==> config.mk <==
export PLATFORM = sky130hd
export DESIGN_NAME = gpio_ovr_port
export DESIGN_NICKNAME = d
export VERILOG_FILES = /design/src/rtl/gpio_ovr_pkg.sv /design/src/rtl/gpio_ovr_arbiter.sv /design/src/rtl/gpio_in_sync.sv /design/src/rtl/gpio_ovr_regs.sv /design/src/rtl/gpio_ovr_port.sv
export SDC_FILE = /design/constraint.sdc
export NUM_CORES = 1
export LEC_CHECK = 0
export BUFFER_PORTS_ARGS = -buffer_cell sky130_fd_sc_hd__buf_2
export CORE_MARGIN = 2
export CORE_UTILIZATION = 49
export CTS_BUF_LIST = sky130_fd_sc_hd__clkbuf_2
export CTS_CLUSTER_DIAMETER = 150
export DETAILED_ROUTE_END_ITERATION = 10
export MAX_ROUTING_LAYER = met4
export PLACE_DENSITY = 0.88
export SKIP_CTS_REPAIR_TIMING = 1
export SYNTH_ARGS = -nofsm -noshare
export SYNTH_HDL_FRONTEND = slang
export SYNTH_SLANG_ARGS = --single-unit
==> constraint.sdc <==
create_clock -name clk -period 1.8 [get_ports clk]
set_input_delay 0.18 -clock clk [delete_from_list [all_inputs] [get_ports clk]]
set_output_delay 0.18 -clock clk [all_outputs]
set_load 0.05 [all_outputs]
==> src/rtl/gpio_ovr_pkg.sv <==
package gpio_ovr_pkg;

   // Effective per-pin mode after override resolution
   typedef enum logic [1:0] {
      PM_FOLLOW     = 2'd0,   // direction bit decides
      PM_OFF        = 2'd1,   // input and output both disabled
      PM_OPEN_DRAIN = 2'd2,   // forced open-drain output
      PM_DRIVE      = 2'd3    // forced push-pull output
   } pin_mode_e;

   typedef struct packed {
      logic oe;
      logic ie;
      logic od;
   } pad_ctl_t;

   function automatic pad_ctl_t mode_to_ctl(input pin_mode_e mode, input logic dir_bit);
      pad_ctl_t c;
      unique case (mode)
         PM_OFF:        c = '{oe: 1'b0,    ie: 1'b0, od: 1'b0};
         PM_OPEN_DRAIN: c = '{oe: 1'b1,    ie: 1'b1, od: 1'b1};
         PM_DRIVE:      c = '{oe: 1'b1,    ie: 1'b1, od: 1'b0};
         default:       c = '{oe: dir_bit, ie: 1'b1, od: 1'b0};
      endcase
      return c;
   endfunction

endpackage

==> src/rtl/gpio_ovr_arbiter.sv <==
module gpio_ovr_arbiter
   import gpio_ovr_pkg::*;
#(
   parameter int unsigned     PIN_W    = 8,
   parameter logic [PIN_W-1:0] SEG_MASK = 8'hF0,
   parameter logic [PIN_W-1:0] SER_MASK = 8'h60,
   parameter logic [PIN_W-1:0] TMR_MASK = 8'h0C
) (
   input  logic [PIN_W-1:0] dir_q,
   input  logic [PIN_W-1:0] seg_en,
   input  logic             ser_route,
   input  logic             ser_en,
   input  logic             tmr_route,
   input  logic [PIN_W-1:0] tmr_oc_en,
   output logic [PIN_W-1:0] pin_oe,
   output logic [PIN_W-1:0] pin_ie,
   output logic [PIN_W-1:0] pin_od
);

   // Requests limited to the pins each peripheral can reach
   logic [PIN_W-1:0] seg_req;
   logic [PIN_W-1:0] ser_req;
   logic [PIN_W-1:0] tmr_req;

   assign seg_req = seg_en & SEG_MASK;
   assign ser_req = {PIN_W{ser_route & ser_en}} & SER_MASK;
   assign tmr_req = {PIN_W{tmr_route}} & tmr_oc_en & TMR_MASK;

   for (genvar i = 0; i < PIN_W; i++) begin : g_pin
      localparam bit HAS_OVR = SEG_MASK[i] | SER_MASK[i] | TMR_MASK[i];
      pin_mode_e mode;
      pad_ctl_t  ctl;

      if (HAS_OVR) begin : g_ovr
         // Fixed priority: display off, then serial open-drain, then timer drive
         always_comb begin
            if (seg_req[i])      mode = PM_OFF;
            else if (ser_req[i]) mode = PM_OPEN_DRAIN;
            else if (tmr_req[i]) mode = PM_DRIVE;
            else                 mode = PM_FOLLOW;
         end
      end else begin : g_plain
         assign mode = PM_FOLLOW;
      end

      assign ctl       = mode_to_ctl(mode, dir_q[i]);
      assign pin_oe[i] = ctl.oe;
      assign pin_ie[i] = ctl.ie;
      assign pin_od[i] = ctl.od;
   end

endmodule

==> src/rtl/gpio_in_sync.sv <==
module gpio_in_sync #(
   parameter int unsigned WIDTH  = 8,
   parameter int unsigned STAGES = 2
) (
   input  logic             clk,
   input  logic             rst_n,
   input  logic [WIDTH-1:0] d,
   output logic [WIDTH-1:0] q
);

   if (STAGES < 2) begin : g_bad_stages
      $error("gpio_in_sync: STAGES must be at least 2");
   end

   logic [WIDTH-1:0] chain [STAGES];

   for (genvar s = 0; s < STAGES; s++) begin : g_stage
      if (s == 0) begin : g_first
         always_ff @(posedge clk or negedge rst_n) begin
            if (!rst_n) chain[s] <= '0;
            else        chain[s] <= d;
         end
      end else begin : g_next
         always_ff @(posedge clk or negedge rst_n) begin
            if (!rst_n) chain[s] <= '0;
            else        chain[s] <= chain[s-1];
         end
      end
   end

   assign q = chain[STAGES-1];

endmodule

==> src/rtl/gpio_ovr_regs.sv <==
module gpio_ovr_regs #(
   parameter int unsigned PIN_W    = 8,
   parameter int unsigned ADDR_W   = 10,
   parameter int unsigned DIR_OFS  = 'h282,
   parameter int unsigned DATA_OFS = 'h280
) (
   input  logic              clk,
   input  logic              rst_n,
   input  logic              wr_stb,
   input  logic              rd_stb,
   input  logic [ADDR_W-1:0] addr,
   input  logic [PIN_W-1:0]  wdata,
   input  logic [PIN_W-1:0]  pin_oe,
   input  logic [PIN_W-1:0]  pin_ie,
   input  logic [PIN_W-1:0]  pad_sync,
   output logic [PIN_W-1:0]  dir_q,
   output logic [PIN_W-1:0]  data_q,
   output logic [PIN_W-1:0]  rd_data
);

   localparam logic [ADDR_W-1:0] DIR_A  = ADDR_W'(DIR_OFS);
   localparam logic [ADDR_W-1:0] DATA_A = ADDR_W'(DATA_OFS);

   logic hit_dir;
   logic hit_data;
   logic [PIN_W-1:0] readback;
   logic [PIN_W-1:0] rd_mux;

   assign hit_dir  = (addr == DIR_A);
   assign hit_data = (addr == DATA_A);

   always_ff @(posedge clk or negedge rst_n) begin
      if (!rst_n) begin
         dir_q  <= '0;
         data_q <= '0;
      end else if (wr_stb) begin
         if (hit_dir)  dir_q  <= wdata;
         if (hit_data) data_q <= wdata;
      end
   end

   // Per-pin readback chosen by the effective pad mode
   for (genvar i = 0; i < PIN_W; i++) begin : g_rb
      always_comb begin
         if (pin_oe[i])      readback[i] = data_q[i];
         else if (pin_ie[i]) readback[i] = pad_sync[i];
         else                readback[i] = 1'b0;
      end
   end

   always_comb begin
      rd_mux = '0;
      if (hit_dir)       rd_mux = dir_q;
      else if (hit_data) rd_mux = readback;
   end

   always_ff @(posedge clk or negedge rst_n) begin
      if (!rst_n)      rd_data <= '0;
      else if (rd_stb) rd_data <= rd_mux;
      else             rd_data <= '0;
   end

endmodule

==> src/rtl/gpio_ovr_port.sv <==
module gpio_ovr_port #(
   parameter int unsigned      PIN_W     = 8,
   parameter int unsigned      ADDR_W    = 10,
   parameter int unsigned      DIR_OFS   = 'h282,
   parameter int unsigned      DATA_OFS  = 'h280,
   parameter int unsigned      SYNC_STG  = 2,
   parameter logic [PIN_W-1:0] SEG_MASK  = 8'hF0,
   parameter logic [PIN_W-1:0] SER_MASK  = 8'h60,
   parameter logic [PIN_W-1:0] TMR_MASK  = 8'h0C
) (
   input  logic              clk,
   input  logic              rst_n,
   input  logic              wr_stb,
   input  logic              rd_stb,
   input  logic [ADDR_W-1:0] addr,
   input  logic [PIN_W-1:0]  wdata,
   output logic [PIN_W-1:0]  rd_data,
   input  logic [PIN_W-1:0]  seg_en,
   input  logic              ser_route,
   input  logic              ser_en,
   input  logic              tmr_route,
   input  logic [PIN_W-1:0]  tmr_oc_en,
   input  logic [PIN_W-1:0]  pad_in,
   output logic [PIN_W-1:0]  pin_do,
   output logic [PIN_W-1:0]  pin_oe,
   output logic [PIN_W-1:0]  pin_ie,
   output logic [PIN_W-1:0]  pin_od
);

   // Elaboration-time parameter checks
   if (PIN_W < 1 || PIN_W > 32) begin : g_bad_width
      $error("gpio_ovr_port: PIN_W out of range");
   end
   if (DIR_OFS == DATA_OFS) begin : g_bad_ofs
      $error("gpio_ovr_port: register offsets collide");
   end
   if (DIR_OFS >= (1 << ADDR_W) || DATA_OFS >= (1 << ADDR_W)) begin : g_bad_addr
      $error("gpio_ovr_port: offset does not fit ADDR_W");
   end

   logic [PIN_W-1:0] dir_q;
   logic [PIN_W-1:0] data_q;
   logic [PIN_W-1:0] pad_sync;

   gpio_in_sync #(
      .WIDTH  (PIN_W),
      .STAGES (SYNC_STG)
   ) u_sync (
      .clk   (clk),
      .rst_n (rst_n),
      .d     (pad_in),
      .q     (pad_sync)
   );

   gpio_ovr_arbiter #(
      .PIN_W    (PIN_W),
      .SEG_MASK (SEG_MASK),
      .SER_MASK (SER_MASK),
      .TMR_MASK (TMR_MASK)
   ) u_arb (
      .dir_q     (dir_q),
      .seg_en    (seg_en),
      .ser_route (ser_route),
      .ser_en    (ser_en),
      .tmr_route (tmr_route),
      .tmr_oc_en (tmr_oc_en),
      .pin_oe    (pin_oe),
      .pin_ie    (pin_ie),
      .pin_od    (pin_od)
   );

   gpio_ovr_regs #(
      .PIN_W    (PIN_W),
      .ADDR_W   (ADDR_W),
      .DIR_OFS  (DIR_OFS),
      .DATA_OFS (DATA_OFS)
   ) u_regs (
      .clk      (clk),
      .rst_n    (rst_n),
      .wr_stb   (wr_stb),
      .rd_stb   (rd_stb),
      .addr     (addr),
      .wdata    (wdata),
      .pin_oe   (pin_oe),
      .pin_ie   (pin_ie),
      .pad_sync (pad_sync),
      .dir_q    (dir_q),
      .data_q   (data_q),
      .rd_data  (rd_data)
   );

   assign pin_do = data_q;

endmodule

==> impl_results.md, run 1 <==
* Synth async-reset ratio at 100.0%
* Post-Syn Area at roughly 0.0017 mm^2
* Total gr overflow at 0
* Peak VDD IR at between 0.0005 and 0.0006 V
* Synth top area cells: dfrtp_1 (60%), mux2_2 (11%), buf_4 (5.4%)
* Ports at 89
* Total Neg Setup Slack at 0 ns
* Sequential Area at between 0.001 and 0.0015 mm^2
* Minimum clock period after layout at 1.505 ns
* Post-synthesis instance total at ~130
* Starting density of the core at 50.59%
* Worst-path cell chain: nor2b_1, buf_2
* Clock power share at a little over 30%
* Placed Cells at 241
* Setup CP Type: flop to output pin
* Synth unique cells at 27
* Sw frac at between 20 and 30%
* Ratio of cells with drive above 1 in the final layout at between 40 and 50%
* Final setup fails at 0
* RSZ-0062 raised after global routing: false
* Skew final at 0.02668 ns
* Htree depth at 2
* Most used DFF post-synth: dfrtp_1
* DR iter-0 viols at 36
* Root Buffer: clkbuf_2
* Maximum clock path buffer count at 2
* PD cells at roughly 770 mW/mm^2
* N_diodes at 0
* WHS at 0.02728 ns
* Critical Path RT at about 1.6 ns
* Via/cell ratio at ~4.8
* Register area share after synthesis at between 60% and 70%
* Largest net degree at the start of global routing at 41
* Top-area cell type share of the netlist area at 60.24%
* Drt pass-1 iters at 4
* Yosys top cell by area: dfrtp_1
* Max Freq at ~660 MHz
* Final ANT Viol Nets at 0
* CP max stage cell: dfrtp_1
* CP Capture Type: output pin
* Max-Cap Viols at 0
* Initial antenna violation count at 0
* Die height at slightly above 60 um
* Via count at 1263
* Final Cycle Share at between 80% and 90%
* Hold Path Depth at 2
* Logic pwr share at roughly 15%
* Core area at roughly 0.0033 mm^2
* R2R setup slack at between 0.7 and 0.8 ns
* Die footprint at roughly 0.0039 mm^2
* Crit-path max FO at 5
* Routed length per instance at approximately 14 um
* Total track usage at a little under a fifth
* Multi-input logic area at about 560 um^2
* Clock sinks at 40
* Yosys reg bits at 40
* Status: finished clean
* Crit Reg-Reg Startpoint: u_regs.dir_q[5]
* Final Hold Vio Count at 0
* Total power at 1711 uW
* Fillers at about 260
* HP Class: primary input to flop
* Reg clk slew, reported paths at 0.22 ns
* Row Count at 21
* Leakage at 0.001209 uW
* Final core occ at between 60% and 70%
* R2R cell count at 3
* Synthesized area per cell at ~13 um^2
* Net Switching at 463.1 uW
* Vias in the first global route at about 1100
* Post-DP HPWL at 2.418 mm
* Clk_lat worst skew at roughly 0.41 ns
* Int Pwr at between 1000 and 1500 uW
* Final std cells w/o fill at roughly 260
* Area Growth Syn to Fin at 33.43%
* Routability cong. at 0.7123
* Critical R2R Capture: u_regs.rd_data[5]
* Drt total wl at about 3.6 mm
* Port bufs at between 60 and 70
* CTS Buf Count at 5
* Crit path largest cell delay at approximately 0.45 ns
* Hold Startpoint: wdata[2]
* Final nets at about 270
* Worst Hold Path EP: u_regs.dir_q[2]
* Final Max Tran Viols at 0
* Startpoint types: flop
* Arr. time, crit path at 1.32 ns
* Number of flops mapped to enable cells by yosys at 0
* Ys Warns at 0
* First-pass GRT wire length at 5.347 mm
* CTS tree: done
* Drc violations at 0
* Part of the power in registers at between 50% and 60%
* Chip Width at 62.23 um
[sequential cells by signal, summed over array words and instances (netlist names)]
signal,cells
u_sync.q,8
u_regs.data_q,8
u_sync.chain,8
u_regs.dir_q,8
u_regs.rd_data,8
[per-stage QoR]
step | instance area (um^2) | worst slack (ns)
detailed placement | 2002 | 0.2316
CTS | 2067 | 0.3180
finish | 2217 | 0.2952
floorplan | 1692 | 0.4567
global route | 2217 | 0.2287
global placement | 2002 | 0.2504
[kinds of logic after synthesis]
| group | count (synthesis) | synth area share [%] |
|---|---|---|
| multiplexers | 16 | 10.84 |
| buffers and inverters | 20 | 7.756 |
| AO/OA/AOI/OAI | 23 | 8.359 |
| flip-flops | 40 | 60.24 |
| AND/OR/NAND/NOR | 30 | 12.35 |
| other | 2 | 0.4520 |
[cell usage in the layout (no fill, tap or decap), drive strengths merged]
master / instances
conb: 10
or3b: 2
nand4: 1
a21oi: 10
nor2: 7
nor2b: 4
a2bb2oi: 2
dlygate4sd3: 15
a211o: 2
nor3b: 2
o21ai: 6
nand3b: 3
mux2: 16
o21a: 1
nand2b: 2
a32oi: 1
nand3: 4
dfrtp: 40
nand2: 2
clkinv: 1
nor4b: 1
inv: 5
a21o: 1
bufinv: 1
nor4: 1
and4b: 1
buf: 71
clkbuf: 6
[power by group through the flow]
| stage | Combinational [uW] | Sequential [uW] | Clock [uW] |
|---|---|---|---|
| after floorplan | 146 | 955 | 0 |
| after global placement | 225 | 947 | 0 |
| after detailed placement | 229 | 948 | 0 |
| after CTS | 229 | 931 | 534 |
| after global routing | 270 | 935 | 586 |
| final | 254 | 931 | 525 |
[metal layers]
metal / GRT usage, % / share of wire, % / up-vias
li1: - / - / 603
met1: 22.25 / 41 / 591
met2: 29.08 / 50 / 62
met3: 6.341 / 7.4 / 7
met4: 6.667 / 1.3 / 0
met5: - / 0 / -
[synthesized netlist by cell type, types with 2 or more instances]
library cell and count:
a211o_1 2, a21oi_1 10, a2bb2oi_1 2, buf_4 12
conb_1 2, dfrtp_1 40, inv_1 5, mux2_2 16
nand2_1 2, nand2b_1 2, nand3_1 4, nand3b_1 3
nor2_1 7, nor2b_1 4, nor3b_1 2, o21ai_0 6
or3b_2 2
[layout make-up]
type,count,share of cell area (%)
Timing Repair Buffer,86,23.14
Tap cell,46,2.596
Sequential cell,40,45.15
Multi-Input combinational cell,79,25.34
Clock buffer,6,1.354
Inverter,5,0.8465
Clock inverter,2,1.580
[worst max-delay path: cells and delay by family, from the launching register on]
family        cells  cell delay [ns]
buf+inv           1             0.28
flops             1             0.45
simple gates      1             0.18
[worst max-delay path by stage]
stage                     from                to  slack (ns)  cells after the start
6_report       u_regs.dir_q[4]         pin_oe[4]        0.30                      2
2_1_floorplan          addr[8]  u_regs.data_q[0]        0.46                      5
5_1_grt        u_regs.dir_q[4]         pin_oe[4]        0.23                      2
3_3_place_gp           addr[8]  u_regs.data_q[2]        0.25                      6
3_5_place_dp           addr[8]  u_regs.data_q[2]        0.23                      6
4_1_cts        u_regs.dir_q[4]         pin_oe[4]        0.32                      2
Power figures use the tool's default switching activity.
==> run 2: changes to the inputs <==
--- a/config.mk
+++ b/config.mk
@@ -5,14 +5,15 @@
 export SDC_FILE = /design/constraint.sdc
 export NUM_CORES = 1
 export LEC_CHECK = 0
+export ABC_AREA = 1
 export BUFFER_PORTS_ARGS = -buffer_cell sky130_fd_sc_hd__buf_2
 export CORE_MARGIN = 2
-export CORE_UTILIZATION = 49
+export CORE_UTILIZATION = 43
 export CTS_BUF_LIST = sky130_fd_sc_hd__clkbuf_2
 export CTS_CLUSTER_DIAMETER = 150
 export DETAILED_ROUTE_END_ITERATION = 10
 export MAX_ROUTING_LAYER = met4
-export PLACE_DENSITY = 0.88
+export PLACE_DENSITY = 0.8
 export SKIP_CTS_REPAIR_TIMING = 1
 export SYNTH_ARGS = -nofsm -noshare
 export SYNTH_HDL_FRONTEND = slang
==> constraint.sdc (replaced) <==
create_clock -name clk -period 1.23 [get_ports clk]
set_input_delay 0.123 -clock clk [delete_from_list [all_inputs] [get_ports clk]]
set_output_delay 0.123 -clock clk [all_outputs]
set_load 0.05 [all_outputs]
==> run 2 against run 1 <==
Compared with the run above:
- the flow now finishes with violations (setup timing)
- clock-buffer cell count increased by 1
- critical endpoint is now pin_oe[6]
- routed wire length increased by 12%
- total power increased by 37%
==> impl_results.md, run 2 <==
* Status: finished with violations (was finished clean)
* Violated checks: setup timing
* Setup CP Type: flop to output pin (unchanged)
* Commonest non-fill, non-tap cells in the layout: nand2_1 (54), buf_2 (50), dfrtp_1 (39), inv_1 (21), dlygate4sd3_1 (19) (was buf_2 (68), dfrtp_1 (40), mux2_2 (16), dlygate4sd3_1 (15))
* Worst Setup Slack, final at -0.09237 ns (was 0.2952 ns)
* Final setup fails at 2 (was 0)
* Skew final at 0.004082 ns (was 0.02668 ns)
* Critical Path RT at 1.11 ns (was 1.62 ns)
* Chip Width at 69.16 um (was 62.23 um)
* Peak VDD IR at 0.0005646 V (was 0.0005112 V)
* Total track usage at 16.47% (was 18.45%)
* RSZ-0062 raised after global routing: true (was false)
* Max Freq at about 760 MHz
* Via/cell ratio at 4.408 (was 4.784)
* Minimum clock period after layout at about 1.3 ns
* Final Max Tran Viols at 0 (unchanged)
* Post-Syn Area at 0.001826 mm^2 (was 0.001662 mm^2)
* Fillers at 360 (was 264)
* Yosys top cell by area: dfrtp_1 (unchanged)
* Register area share after synthesis at 54.83% (was 60.24%)
* Die footprint at 0.004782 mm^2 (was 0.003873 mm^2)
* Startpoint types: flop (unchanged)
* Vias in the first global route at 1384 (was 1141)
* Clk_lat worst skew at 0.38 ns (was 0.41 ns)
* Via count at 1534 (was 1263)
* HP Class: primary input to flop (unchanged)
* Clock sinks at 40 (unchanged)
* PD cells at 904.6 mW/mm^2 (was 771.7 mW/mm^2)
* Sw frac at 29.30% (was 27.07%)
* Initial antenna violation count at 1 (was 0)
* Final ANT Viol Nets at 0 (unchanged)
* Ys Warns at 0 (unchanged)
* Total power at 2342 uW (was 1711 uW)
* Clock power share at 23.5% (was 30.7%)
* Leakage at 0.001484 uW (was 0.001209 uW)
* Largest net degree at the start of global routing at 26 (was 41)
* Synth async-reset ratio at 100.0% (unchanged)
* Ports at 89 (unchanged)
* Row Count at 23 (was 21)
* Synthesized area per cell at 9.314 um^2 (was 12.68 um^2)
* Worst-path cell chain: inv_1, nand2_1, nand2_1, inv_2, buf_6 (was nor2b_1, buf_2)
* Root Buffer: clkbuf_2 (unchanged)
* Core area at 0.004029 mm^2 (was 0.003284 mm^2)
* Part of the power in registers at 58.3% (was 54.4%)
* Reg clk slew, reported paths at 0.18 ns (was 0.22 ns)
* Yosys reg bits at 40 (unchanged)
* Synth unique cells at 21 (was 27)
* Total gr overflow at 0 (unchanged)
* Crit-path max FO at 3 (was 5)
* Logic pwr share at 18.2% (was 14.9%)
* Synth top area cells: dfrtp_1 (55%), nand2_1 (12%), o21ai_2 (7.7%) (was dfrtp_1 (60%), mux2_2 (11%), buf_4 (5.4%))
* First-pass GRT wire length at 5.954 mm (was 5.347 mm)
* Final nets at 345 (was 266)
* Maximum clock path buffer count at 2 (unchanged)
* Ratio of cells with drive above 1 in the final layout at 42.76% (was 45.87%)
* Count leader, synth: nand2_1 (was dfrtp_1)
* CP max stage cell: dfrtp_1 (unchanged)
* Starting density of the core at 45.31% (was 50.59%)
* CTS Buf Count at 5 (unchanged)
* Max-Cap Viols at 0 (unchanged)
* Routed length per instance at 11.48 um (was 13.53 um)
* Synth cell count leaders: nand2_1 (58), dfrtp_1 (40), inv_1 (26), o21ai_2 (16), buf_4 (12) (was dfrtp_1 (40), mux2_2 (16), buf_4 (12), a21oi_1 (10), nor2_1 (7))
* Final core occ at 64.25% (was 67.50%)
* Post-DP HPWL at 2.746 mm (was 2.418 mm)
* Final Cycle Share at 107.5%
* Die height at 69.16 um (was 62.23 um)
* Commonest non-fill, non-tap cell in the layout: nand2_1 (was buf_2)
* Number of flops mapped to enable cells by yosys at 0 (unchanged)
* Drc violations at 0 (unchanged)
* Area Growth Syn to Fin at 41.81% (was 33.43%)
* Crit path largest cell delay at 0.44 ns (was 0.45 ns)
* Crit path top cell by count: nand2_1
* Drt total wl at 3.996 mm (was 3.572 mm)
* Most used DFF post-synth: dfrtp_1 (unchanged)
* Final Hold Vio Count at 0 (unchanged)
* Port bufs at 68 (unchanged)
* Int Pwr at 1656 uW (was 1248 uW)
* Routability cong. at 0.7198 (was 0.7123)
* Drt pass-1 iters at 4 (unchanged)
* Arr. time, crit path at 1.20 ns (was 1.32 ns)
* CTS tree: done (unchanged)
* Top-area cell type share of the netlist area at 54.83% (was 60.24%)
* Post-synthesis instance total at 196 (was 131)
* Net Switching at 686.0 uW (was 463.1 uW)
* Htree depth at 2 (unchanged)
* DR iter-0 viols at 63 (was 36)
* CP Capture Type: output pin (unchanged)
==> run 2: cell count changes after synthesis, moves of 3 or more <==
| cell | before | now |
|---|---|---|
| inv_2 | 0 | 6 |
| mux2_2 | 16 | 0 |
| nand3b_1 | 3 | 0 |
| a21oi_1 | 10 | 6 |
| nand2_1 | 2 | 58 |
| inv_1 | 5 | 26 |
| nand2_4 | 0 | 3 |
| o21ai_2 | 0 | 16 |
| nor2b_1 | 4 | 0 |
| o21ai_0 | 6 | 0 |
==> run 2: path summary, 6_finish.rpt <==
| kind | from | endpoint | slack (ns) | depth (start not counted) |
|---|---|---|---|---|
| worst min register to register | u_sync.chain[13] | u_sync.q[5] | 0.37 | 0 |
| worst min-delay path | addr[1] | u_regs.rd_data[1] | 0.05 | 3 |
| max in group asynchronous | rst_n | u_sync.q[6] | 0.62 | 3 |
| min in group asynchronous | rst_n | u_regs.dir_q[1] | 0.17 | 2 |
| worst max-delay path | u_regs.dir_q[6] | pin_oe[6] | -0.09 | 5 |
| worst max register to register | u_regs.dir_q[1] | u_regs.rd_data[1] | 0.12 | 5 |
==> run 2: per-layer routing <==
layer / wire length, um / vias up / track usage, % / share of wire (%)
met4: 21 / 0 / 5.882 / 0.53
met1: 1483 / 699 / 17.86 / 37
met2: 2177 / 61 / 27.24 / 54
met5: 0 / - / - / 0
li1: - / 772 / - / -
met3: 312 / 2 / 6.725 / 7.8
==> run 2: cell type report <==
class	instances	area [um^2]	area share, %
Tap cell	50	62.56	2.417
Clock inverter	1	3.754	0.1450
Antenna cell	1	2.502	0.09667
Timing Repair Buffer	99	730.7	28.23
Clock buffer	7	35.03	1.353
Inverter	33	123.9	4.785
Sequential cell	40	1002	38.71
Multi-Input combinational cell	117	628.1	24.26
==> run 2: through the flow <==
| step | setup WS, ns | instances | setup TNS [ns] | hold slack (ns) | area [um^2] |
|---|---|---|---|---|---|
| 2_1_floorplan | 0.02201 | 204 | 0 | -0.1726 | 1857 |
| 3_3_place_gp | 0.08998 | 311 | 0 | 0.06199 | 2182 |
| 3_5_place_dp | 0.07293 | 311 | 0 | 0.06956 | 2182 |
| 4_1_cts | -0.2035 | 319 | -0.9809 | -0.3946 | 2221 |
| 5_1_grt | -0.2198 | 348 | -0.7803 | 0.01183 | 2589 |
| 6_report | -0.09237 | 348 | -0.1781 | 0.05186 | 2589 |
==> run 2: logic make-up after synthesis <==
| kind of cell | count (synthesis) | share of synthesized area [%] |
|---|---|---|
| simple gates | 81 | 21.11 |
| buf+inv | 47 | 12.95 |
| flops | 40 | 54.83 |
| compound gates | 26 | 10.69 |
| other cells | 2 | 0.4114 |
==> run 2: power groups by stage <==
stage | clock, uW | combinational, uW | sequential, uW
floorplan | 0 | 239 | 1400
global placement | 0 | 349 | 1390
detailed placement | 0 | 354 | 1390
CTS | 582 | 355 | 1360
global route | 641 | 464 | 1370
finish | 550 | 427 | 1360
==> run 2: worst max-delay path, delay by kind of cell (launching register included) <==
kind	cells	cell delay, ns
and+or+nand+nor	2	0.13
DFF	1	0.44
buffers and inverters	3	0.26
==> run 3: changes to the inputs <==
--- a/config.mk
+++ b/config.mk
@@ -7,13 +7,13 @@
 export LEC_CHECK = 0
 export ABC_AREA = 1
 export BUFFER_PORTS_ARGS = -buffer_cell sky130_fd_sc_hd__buf_2
-export CORE_MARGIN = 2
+export CORE_MARGIN = 1.5
 export CORE_UTILIZATION = 43
 export CTS_BUF_LIST = sky130_fd_sc_hd__clkbuf_2
 export CTS_CLUSTER_DIAMETER = 150
 export DETAILED_ROUTE_END_ITERATION = 10
 export MAX_ROUTING_LAYER = met4
-export PLACE_DENSITY = 0.8
+export PLACE_DENSITY = 0.78
 export SKIP_CTS_REPAIR_TIMING = 1
 export SYNTH_ARGS = -nofsm -noshare
 export SYNTH_HDL_FRONTEND = slang
==> run 3 against run 2 <==
Compared with the run above:
- the flow still finishes with violations (setup timing)
- hold slack lost 0.029 ns
- sequential share of layout area grew 0.92 points
- critical endpoint unchanged
- worst setup slack gained 0.010 ns
- largest power group unchanged
- clock skew grew 0.014 ns
- critical path depth is the same
==> impl_results.md, run 3 (synthesized netlist as in run 2, its figures left out) <==
* CTS tree: done (unchanged)
* Clk_lat worst skew at 0.38 ns (about the same)
* Startpoint types: flop (unchanged)
* Drt total wl at 3.876 mm (was 3.996 mm)
* Port bufs at 68 (unchanged)
* First-pass GRT wire length at 5.499 mm (was 5.954 mm)
* Total power at 2322 uW (was 2342 uW)
* Final Max Tran Viols at 0 (unchanged)
* Initial antenna violation count at 0 (was 1)
* Fillers at 359 (was 360)
* Final Hold Vio Count at 0 (unchanged)
* Final setup fails at 4 (was 2)
* Crit-path max FO at 3 (unchanged)
* Clock sinks at 40 (unchanged)
* RSZ-0062 raised after global routing: true (unchanged)
* Root Buffer: clkbuf_2 (unchanged)
* Final std cells w/o fill at 340 (was 348)
* Final nets at 338 (was 345)
* Reg clk slew, reported paths at 0.19 ns (was 0.18 ns)
* N_diodes at 0 (was 1)
* Worst Setup Slack, final at -0.08232 ns (was -0.09237 ns)
* Status: finished with violations (unchanged)
* Chip Width at 68.16 um (was 69.16 um)
* Max-Cap Viols at 0 (unchanged)
* Peak VDD IR at 0.0007335 V (was 0.0005646 V)
* CTS Buf Count at 5 (unchanged)
* Commonest non-fill, non-tap cell in the layout: nand2_1 (unchanged)
* Sequential Area at 0.001002 mm^2 (unchanged)
* Max Freq at 762.0 MHz (was 756.2 MHz)
* PD cells at 918.3 mW/mm^2 (was 904.6 mW/mm^2)
* Htree depth at 2 (unchanged)
* Maximum clock path buffer count at 2 (unchanged)
* Routability cong. at 0.7385 (was 0.7198)
* DR iter-0 viols at 20 (was 63)
* Drt pass-1 iters at 6 (was 4)
* Ratio of cells with drive above 1 in the final layout at 42.76% (about the same)
* Die height at 68.16 um (was 69.16 um)
* Final Cycle Share at 106.7% (was 107.5%)
* Skew final at 0.01775 ns (was 0.004082 ns)
* Post-route cell area at 0.002529 mm^2 (was 0.002589 mm^2)
* Total Neg Setup Slack at -0.1718 ns (was -0.1781 ns)
* Core area at 0.004029 mm^2 (unchanged)
* Area Growth Syn to Fin at 38.52% (was 41.81%)
* Total track usage at 16.96% (was 16.47%)
* CP Capture Type: output pin (unchanged)
* Arr. time, crit path at 1.19 ns (was 1.20 ns)
* Via count at 1494 (was 1534)
* Die footprint at 0.004645 mm^2 (was 0.004782 mm^2)
* Violated checks: setup timing (unchanged)
* Multi-input logic area at 633.1 um^2 (was 628.1 um^2)
* Vias in the first global route at 1310 (was 1384)
* Placed Cells at 311 (unchanged)
* Routed length per instance at 11.40 um (was 11.48 um)
* Drc violations at 0 (unchanged)
* Via/cell ratio at 4.394 (was 4.408)
* Final ANT Viol Nets at 0 (unchanged)
* Leakage at 0.001446 uW (was 0.001484 uW)
* Row Count at 23 (unchanged)
* Commonest non-fill, non-tap cells in the layout: nand2_1 (52), buf_2 (50), dfrtp_1 (39), inv_1 (20), dlygate4sd3_1 (18) (was nand2_1 (54), buf_2 (50), dfrtp_1 (39), inv_1 (21), dlygate4sd3_1 (19))
* Critical Path RT at 1.11 ns (about the same)
* Setup CP Type: flop to output pin (unchanged)
* Total gr overflow at 0 (unchanged)
* Largest net degree at the start of global routing at 24 (was 26)
* Ports at 89 (unchanged)
* Post-DP HPWL at 2.661 mm (was 2.746 mm)
* Starting density of the core at 45.31% (unchanged)
* Placed cell area at 0.002182 mm^2 (unchanged)
* HP Class: primary input to flop (unchanged)
* Pre-CTS setup slack at 0.06140 ns (was 0.07293 ns)
* Minimum clock period after layout at 1.312 ns (was 1.322 ns)
==> run 3: worst max-delay path, stage by stage, from the launching register on <==
cell and delay (ns):
dfrtp_1 0.44, inv_2 0.07, nand2_2 0.05, nand2_2 0.07
inv_2 0.04, buf_8 0.14
==> run 3: layout make-up <==
cell class / count / share of cell area, %
tap: 50 / 2.474
clock inverter: 3 / 0.5443
multi-input combinational: 117 / 25.04
inverter: 33 / 4.899
sequential: 40 / 39.63
timing repair buffer: 92 / 26.42
clock buffer: 5 / 0.9896
==> run 3: power by group <==
part	leakage [uW]	internal, uW	switching [uW]
Combinational	0.000896	145	275
Clock	0.0000302	128	410
Sequential	0.000519	1350	14.3
Total	0.00145	1620	699
==> run 3: path summary, 6_finish.rpt <==
kind	start	to	slack, ns	depth (start not counted)
setup / recovery	u_regs.dir_q[6]	pin_oe[6]	-0.08	5
hold / removal	addr[0]	u_regs.rd_data[1]	0.02	4
setup reg to reg	u_regs.dir_q[1]	u_regs.rd_data[1]	0.18	4
hold reg to reg	u_sync.chain[15]	u_sync.q[7]	0.37	0
max in group asynchronous	rst_n	u_regs.data_q[4]	0.57	3
min in group asynchronous	rst_n	u_sync.q[3]	0.18	2
==> run 3: per-stage QoR <==
step,hold WS [ns],util [%]
2_1_floorplan,-0.1726,-
3_3_place_gp,0.08055,54.16
3_5_place_dp,0.08322,54.16
4_1_cts,-0.3763,55.12
5_1_grt,0.002318,62.76
6_report,0.02247,62.76
==> run 3: routing by layer <==
metal | wire length, um | GRT usage, % | vias up
met5 | 0 | - | -
met4 | 38 | 7.000 | 0
met3 | 259 | 5.263 | 5
met2 | 2047 | 28.16 | 55
met1 | 1531 | 18.94 | 678
li1 | - | - | 756
